<file path="config.mk">
export PLATFORM = sky130hd
export DESIGN_NAME = arsh_unit
export DESIGN_NICKNAME = d
export VERILOG_FILES = /design/src/rtl/arsh_pkg.sv /design/src/rtl/arsh_decode.sv /design/src/rtl/arsh_datapath.sv /design/src/rtl/arsh_flags.sv /design/src/rtl/arsh_unit.sv
export SDC_FILE = /design/constraint.sdc
export NUM_CORES = 1
export LEC_CHECK = 0
export ABC_AREA = 1
export CAP_MARGIN = 10
export CORE_MARGIN = 1.5
export CORE_UTILIZATION = 35
export CTS_BUF_LIST = sky130_fd_sc_hd__clkbuf_2
export DETAILED_ROUTE_END_ITERATION = 6
export PLACE_DENSITY = 0.63
export SYNTH_ARGS = -nofsm -noshare
export SYNTH_HDL_FRONTEND = slang
export SYNTH_SLANG_ARGS = --single-unit
</file>
<file path="constraint.sdc">
create_clock -name clk -period 4.2 [get_ports clk]
set_input_delay 1.05 -clock clk [delete_from_list [all_inputs] [get_ports clk]]
set_output_delay 1.05 -clock clk [all_outputs]
set_load 0.05 [all_outputs]
</file>
<file path="src/rtl/arsh_pkg.sv">
package arsh_pkg;

    localparam int XLEN  = 32;
    localparam int AMW   = $clog2(XLEN);
    localparam int SATW  = AMW + 1;
    localparam int IDXW  = 5;
    localparam int CNDW  = 4;

    localparam logic [5:0] PRIMARY_OP = 6'd31;
    localparam logic [9:0] EXTENDED_OP = 10'd792;

    typedef struct packed {
        logic            legal;
        logic            record;
        logic [IDXW-1:0] dst;
    } dec_t;

    typedef struct packed {
        logic [XLEN-1:0] value;
        logic            carry;
    } shres_t;

    typedef struct packed {
        logic            illegal;
        logic [IDXW-1:0] dst;
        logic [XLEN-1:0] result;
        logic            res_we;
        logic            carry;
        logic            carry_we;
        logic [CNDW-1:0] cond;
        logic            cond_we;
    } out_t;

    function automatic logic [XLEN-1:0] rot_left(input logic [XLEN-1:0] v,
                                                 input logic [AMW-1:0]  n);
        logic [2*XLEN-1:0] w;
        w = {v, v} << n;
        return w[2*XLEN-1:XLEN];
    endfunction

endpackage

</file>
<file path="src/rtl/arsh_decode.sv">
module arsh_decode
    import arsh_pkg::*;
(
    input  logic [XLEN-1:0] instr_i,
    output dec_t            dec_o
);
    logic [5:0] prim;
    logic [9:0] ext;

    assign prim = instr_i[31:26];
    assign ext  = instr_i[10:1];

    always_comb begin
        dec_o.legal  = (prim == PRIMARY_OP) && (ext == EXTENDED_OP);
        dec_o.record = instr_i[0];
        dec_o.dst    = instr_i[20:16];
    end
endmodule

</file>
<file path="src/rtl/arsh_datapath.sv">
module arsh_datapath
    import arsh_pkg::*;
(
    input  logic [XLEN-1:0] src_i,
    input  logic [SATW-1:0] amt_i,
    output shres_t          res_o
);
    logic [AMW-1:0]  n;
    logic [AMW-1:0]  lsh;
    logic [XLEN-1:0] rotated;
    logic [XLEN-1:0] mask;
    logic [XLEN-1:0] signw;

    assign n       = amt_i[AMW-1:0];
    assign lsh     = AMW'(XLEN - int'(n));
    assign rotated = rot_left(src_i, lsh);
    assign mask    = amt_i[SATW-1] ? '0 : ({XLEN{1'b1}} >> n);
    assign signw   = {XLEN{src_i[XLEN-1]}};

    always_comb begin
        res_o.value = (rotated & mask) | (signw & ~mask);
        res_o.carry = src_i[XLEN-1] & (|(rotated & ~mask));
    end
endmodule

</file>
<file path="src/rtl/arsh_flags.sv">
module arsh_flags
    import arsh_pkg::*;
(
    input  logic [XLEN-1:0] value_i,
    input  logic            so_i,
    output logic [CNDW-1:0] cond_o
);
    logic neg, zero;

    assign neg  = value_i[XLEN-1];
    assign zero = (value_i == '0);

    always_comb begin
        cond_o[3] = neg;
        cond_o[2] = ~neg & ~zero;
        cond_o[1] = zero;
        cond_o[0] = so_i;
    end
endmodule

</file>
<file path="src/rtl/arsh_unit.sv">
module arsh_unit
    import arsh_pkg::*;
#(
    parameter bit OUT_REG = 1'b1
) (
    input  logic            clk,
    input  logic            rst,
    input  logic [XLEN-1:0] instr_i,
    input  logic [XLEN-1:0] src_i,
    input  logic [XLEN-1:0] amt_i,
    input  logic            so_i,
    output logic            illegal_o,
    output logic [IDXW-1:0] dest_idx_o,
    output logic [XLEN-1:0] result_o,
    output logic            result_we_o,
    output logic            carry_o,
    output logic            carry_we_o,
    output logic [CNDW-1:0] cond_o,
    output logic            cond_we_o
);
    dec_t            dec;
    shres_t          sh;
    logic [CNDW-1:0] cond;
    out_t            nxt;
    out_t            cur;
    logic            unused_bits;

    assign unused_bits = ^{amt_i[XLEN-1:SATW], instr_i[25:21], instr_i[15:11]};

    arsh_decode   u_dec  (.instr_i(instr_i), .dec_o(dec));
    arsh_datapath u_dp   (.src_i(src_i), .amt_i(amt_i[SATW-1:0]), .res_o(sh));
    arsh_flags    u_flg  (.value_i(sh.value), .so_i(so_i), .cond_o(cond));

    always_comb begin
        nxt          = '0;
        nxt.illegal  = ~dec.legal;
        if (dec.legal) begin
            nxt.dst      = dec.dst;
            nxt.result   = sh.value;
            nxt.res_we   = 1'b1;
            nxt.carry    = sh.carry;
            nxt.carry_we = 1'b1;
            nxt.cond     = dec.record ? cond : '0;
            nxt.cond_we  = dec.record;
        end
    end

    generate
        if (OUT_REG) begin : g_reg
            always_ff @(posedge clk) begin
                if (rst) cur <= '0;
                else     cur <= nxt;
            end

            // zero amount passes the source through
            a_r6_zero_pass: assert property (@(posedge clk) disable iff (rst)
                (result_we_o && $past(amt_i[SATW-1:0]) == '0)
                    |-> (result_o == $past(src_i) && !carry_o));
            // saturated amount yields sign fill
            a_r4_saturate: assert property (@(posedge clk) disable iff (rst)
                (result_we_o && $past(amt_i[SATW-1]))
                    |-> (result_o == {XLEN{$past(src_i[XLEN-1])}}));
            // SO copied from flag
            a_r7_so_copy: assert property (@(posedge clk) disable iff (rst)
                cond_we_o |-> (cond_o[0] == $past(so_i)));
        end else begin : g_comb
            assign cur = nxt;
        end
    endgenerate

    assign illegal_o   = cur.illegal;
    assign dest_idx_o  = cur.dst;
    assign result_o    = cur.result;
    assign result_we_o = cur.res_we;
    assign carry_o     = cur.carry;
    assign carry_we_o  = cur.carry_we;
    assign cond_o      = cur.cond;
    assign cond_we_o   = cur.cond_we;

    // illegal suppresses all writes
    a_r2_no_write: assert property (@(posedge clk) disable iff (rst)
        illegal_o |-> (!result_we_o && !carry_we_o && !cond_we_o));
    // exactly one of LT/GT/EQ when written
    a_r7_one_rel: assert property (@(posedge clk) disable iff (rst)
        cond_we_o |-> $onehot(cond_o[3:1]));
    // EQ agrees with result
    a_r7_eq_zero: assert property (@(posedge clk) disable iff (rst)
        cond_we_o |-> (cond_o[1] == (result_o == '0)));
    // carry only for a negative operand, whose result stays negative
    a_r5_carry_neg: assert property (@(posedge clk) disable iff (rst)
        carry_o |-> result_o[XLEN-1]);
    // legal words write result and carry together
    a_r1_we_pair: assert property (@(posedge clk) disable iff (rst)
        result_we_o == carry_we_o);
endmodule

</file>
==> impl_summary.log <==
INFO  metric drt-vias-per-instance = 5.28
INFO  metric cts.htree.levels = 2
INFO  metric tritoncts_num_sinks = 45
INFO  metric vdd.ir_drop.worst = 0.177 mV
INFO  metric layout.cell_area.non_filler = 0.00550 mm²
INFO  metric rsz0062_at_grt = no
INFO  metric netlist.area_leader.share = 0.281
INFO  metric final.fill_count = 1311
INFO  metric drive_gt1_frac = 0.0465
INFO  metric floorplan.die.width = 113 µm
INFO  metric syn_avg_cell_area = 5.37 µm²
INFO  metric post_synth_most_frequent_cells = sky130_fd_sc_hd__nand2_1 (273), sky130_fd_sc_hd__nand3_1 (240), sky130_fd_sc_hd__nor2_1 (79)
INFO  metric first_pass_iters = 5
INFO  metric number_of_global_route_vias_before_repair = 4683
INFO  metric worst_slew_margin_rel = 0.651
INFO  metric dr_total_vias = 5434
INFO  metric globalRouteOverflowTotal = 0
INFO  metric synth_edf_count = 0
INFO  metric maximum_buffer_depth_of_the_clock_tree = 2
INFO  metric cts_buffers = 5
INFO  metric endpoint_required_time_on_the_critical_path = 4.56 ns
INFO  metric clk_transition_reported_paths = 0.24 ns
INFO  metric area_delta_synth_final = 28.8%
INFO  metric mappedNetlistArea = 0.00427 mm²
INFO  metric setup.worst_path.end_class = flop
INFO  metric cellPowerDensity = 244 mW/mm²
INFO  metric port_buffers = 108
INFO  metric grt_antenna_before_repair = 0
INFO  metric fp.dieH = 113 µm
INFO  metric timing.final.crit_period = 3.45 ns
INFO  metric synthFlopType = sky130_fd_sc_hd__dfxtp_1
INFO  metric route.detailed.drc = 0
INFO  metric post_cts.repair.setup_buffers = 0
INFO  metric synth_most_common_cell = sky130_fd_sc_hd__nand2_1
INFO  metric min_period_over_period = 0.822
INFO  metric max_cap_viol_count = 0
INFO  metric die_area = 0.0129 mm²
INFO  metric final_max_slew_viol_count = 0
INFO  metric critical_path_maximum_fanout = 32
INFO  metric totalWireLength = 15.1 mm
INFO  metric yosys_warnings = 0
INFO  metric maximum_number_of_pins_on_one_net_before_global_route_repair = 35
INFO  metric ys_top_cells_by_area = sky130_fd_sc_hd__nand3_1 (28%), sky130_fd_sc_hd__nand2_1 (24%), sky130_fd_sc_hd__dfxtp_1 (21%)
INFO  metric post_cts.resized_instances = 0
INFO  metric detailedRoute.firstIterationViolations = 538
INFO  metric grtUsageTotal = 0.232
INFO  metric synth_async_sr_flop_share = 0
INFO  metric arrival = 3.82 ns
INFO  metric ctsRootBufferMaster = sky130_fd_sc_hd__clkbuf_2
INFO  metric synth.distinct_cells = 26
INFO  metric routed_wire_length_per_instance = 14.6 µm
INFO  metric initial_core_utilization = 0.357
INFO  metric cts_tree = yes
INFO  metric holdCritPathClass = in -> reg
INFO  metric antenna_left = 0
INFO  metric worst-setup-path-type = in -> reg
INFO  metric yosysTopAreaCell = sky130_fd_sc_hd__nand3_1
INFO  metric finalSetupTns = 0 ns
INFO  metric post_place_instance_area = 0.00543 mm²
INFO  metric setup_viol = 0
INFO  metric ys_seq_area_frac = 0.211
INFO  metric finalWeightedCongestion = 0.988
INFO  metric syn_inst = 796
INFO  metric total_power = 1.34 mW
INFO  metric leakagePower = 2.62 nW
INFO  metric synth_nets = 900
INFO  metric status = finished clean
INFO  metric antennaDiodeCount = 0
INFO  metric top_level_ports = 145
INFO  metric max_freq = 0.290 GHz
INFO  metric final_stage_net_count = 985
INFO  metric placement_rows = 40
INFO  metric dp_hpwl = 12.4 mm
INFO  metric cp-start-kind = input pin
INFO  metric synth_seq_cells = 45
INFO  metric endpoints_failing_hold = 0
INFO  metric placeableCoreArea = 0.0120 mm²
INFO  metric tightest_slew = 0.523 ns
INFO  metric final_core_util = 0.460
INFO  metric wire_length_of_the_first_global_routing_pass = 23.8 mm
INFO  metric cts_hold_buf = 0
[through the flow]
step	hold WS [ns]	setup slack (ns)	cells
after floorplan	1.12	0.898	796
after global placement	1.58	0.359	1021
after detailed placement	1.59	0.346	1021
after CTS	1.11	0.807	1029
after global routing	1.08	0.573	1029
final	1.12	0.747	1029
[sequential cells by signal, indices dropped and copies added, names as in the netlist]
register     count
carry_o          1
dest_idx_o       5
cond_o           4
cond_we_o        1
illegal_o        1
result_we_o      1
result_o        32
[report_power, final]
part           total, mW  internal (mW)  switching (mW)
combinational      0.673          0.233           0.440
sequential         0.429          0.429        0.000112
clock              0.241          0.104           0.137
total               1.34          0.766           0.577
[metal layers]
metal  wire length, µm  track usage  vias up  share of wire
li1                  -            -     2764              -
met1              6940        0.325     2431           0.46
met2              6730        0.378      217           0.45
met3              1140       0.0399       22          0.076
met4               241       0.0458        0          0.016
met5                 0            0        -              0
[cell families (layout without fill, tap and decap cells)]
kind of cell	after synthesis	in the layout	share of synthesized area
flip-flops	45	45	0.211
AO/OA/AOI/OAI	39	39	0.0457
multiplexers	1	1	0.00234
buffers and inverters	94	180	0.0990
XOR/XNOR	1	1	0.00381
adder cells (fa/ha/maj)	5	5	0.0146
AND/OR/NAND/NOR	611	611	0.624
[worst paths after layout]
kind,start,endpoint,cells after the start
max,amt_i[1],cond_o[1]$_SDFF_PP0_,16
min,instr_i[19],dest_idx_o[3]$_SDFF_PP0_,3
[final cells by class]
class,count,area [µm²],share of cell area
timing repair buffer,122,1210,0.220
tap,147,184,0.0334
sequential,45,901,0.164
inverter,50,188,0.0341
clock buffer,6,30.0,0.00546
clock inverter,2,38.8,0.00705
multi-input combinational,657,2950,0.536
[placed cells by master (no fill, tap or decap)]
cell,n
sky130_fd_sc_hd__clkinv_1,1
sky130_fd_sc_hd__buf_4,12
sky130_fd_sc_hd__inv_1,42
sky130_fd_sc_hd__bufinv_16,1
sky130_fd_sc_hd__xor2_2,1
sky130_fd_sc_hd__nand4_1,2
sky130_fd_sc_hd__or2_2,3
sky130_fd_sc_hd__nand3b_1,4
sky130_fd_sc_hd__o21ai_1,2
sky130_fd_sc_hd__mux2i_1,1
sky130_fd_sc_hd__clkbuf_2,6
sky130_fd_sc_hd__nor2_4,3
sky130_fd_sc_hd__nand3_2,1
sky130_fd_sc_hd__ha_1,5
sky130_fd_sc_hd__inv_2,7
sky130_fd_sc_hd__nor2_2,1
sky130_fd_sc_hd__clkdlybuf4s50_1,108
sky130_fd_sc_hd__nand2_1,273
sky130_fd_sc_hd__nand3_1,240
sky130_fd_sc_hd__o21ai_0,20
sky130_fd_sc_hd__nor4_1,1
sky130_fd_sc_hd__nor3_1,1
sky130_fd_sc_hd__nor2_1,79
sky130_fd_sc_hd__a21oi_1,17
sky130_fd_sc_hd__buf_12,2
sky130_fd_sc_hd__dfxtp_1,45
sky130_fd_sc_hd__clkinv_4,1
sky130_fd_sc_hd__nand2_2,3
[critical path, stage by stage]
cell and delay (ns):
sky130_fd_sc_hd__clkdlybuf4s50_1 0.48, sky130_fd_sc_hd__inv_1 0.09, sky130_fd_sc_hd__ha_1 0.33, sky130_fd_sc_hd__buf_4 0.34, sky130_fd_sc_hd__nand3_1 0.18, sky130_fd_sc_hd__nand3_1 0.20
sky130_fd_sc_hd__nand3_1 0.13, sky130_fd_sc_hd__nand3_1 0.11, sky130_fd_sc_hd__nand2_1 0.15, sky130_fd_sc_hd__a21oi_1 0.22, sky130_fd_sc_hd__nand2_1 0.08, sky130_fd_sc_hd__nor2_1 0.11
sky130_fd_sc_hd__nand2_1 0.08, sky130_fd_sc_hd__nor2_2 0.13, sky130_fd_sc_hd__nand2_1 0.06, sky130_fd_sc_hd__nor2_1 0.07
No activity file was read; power rests on OpenSTA's default activity.
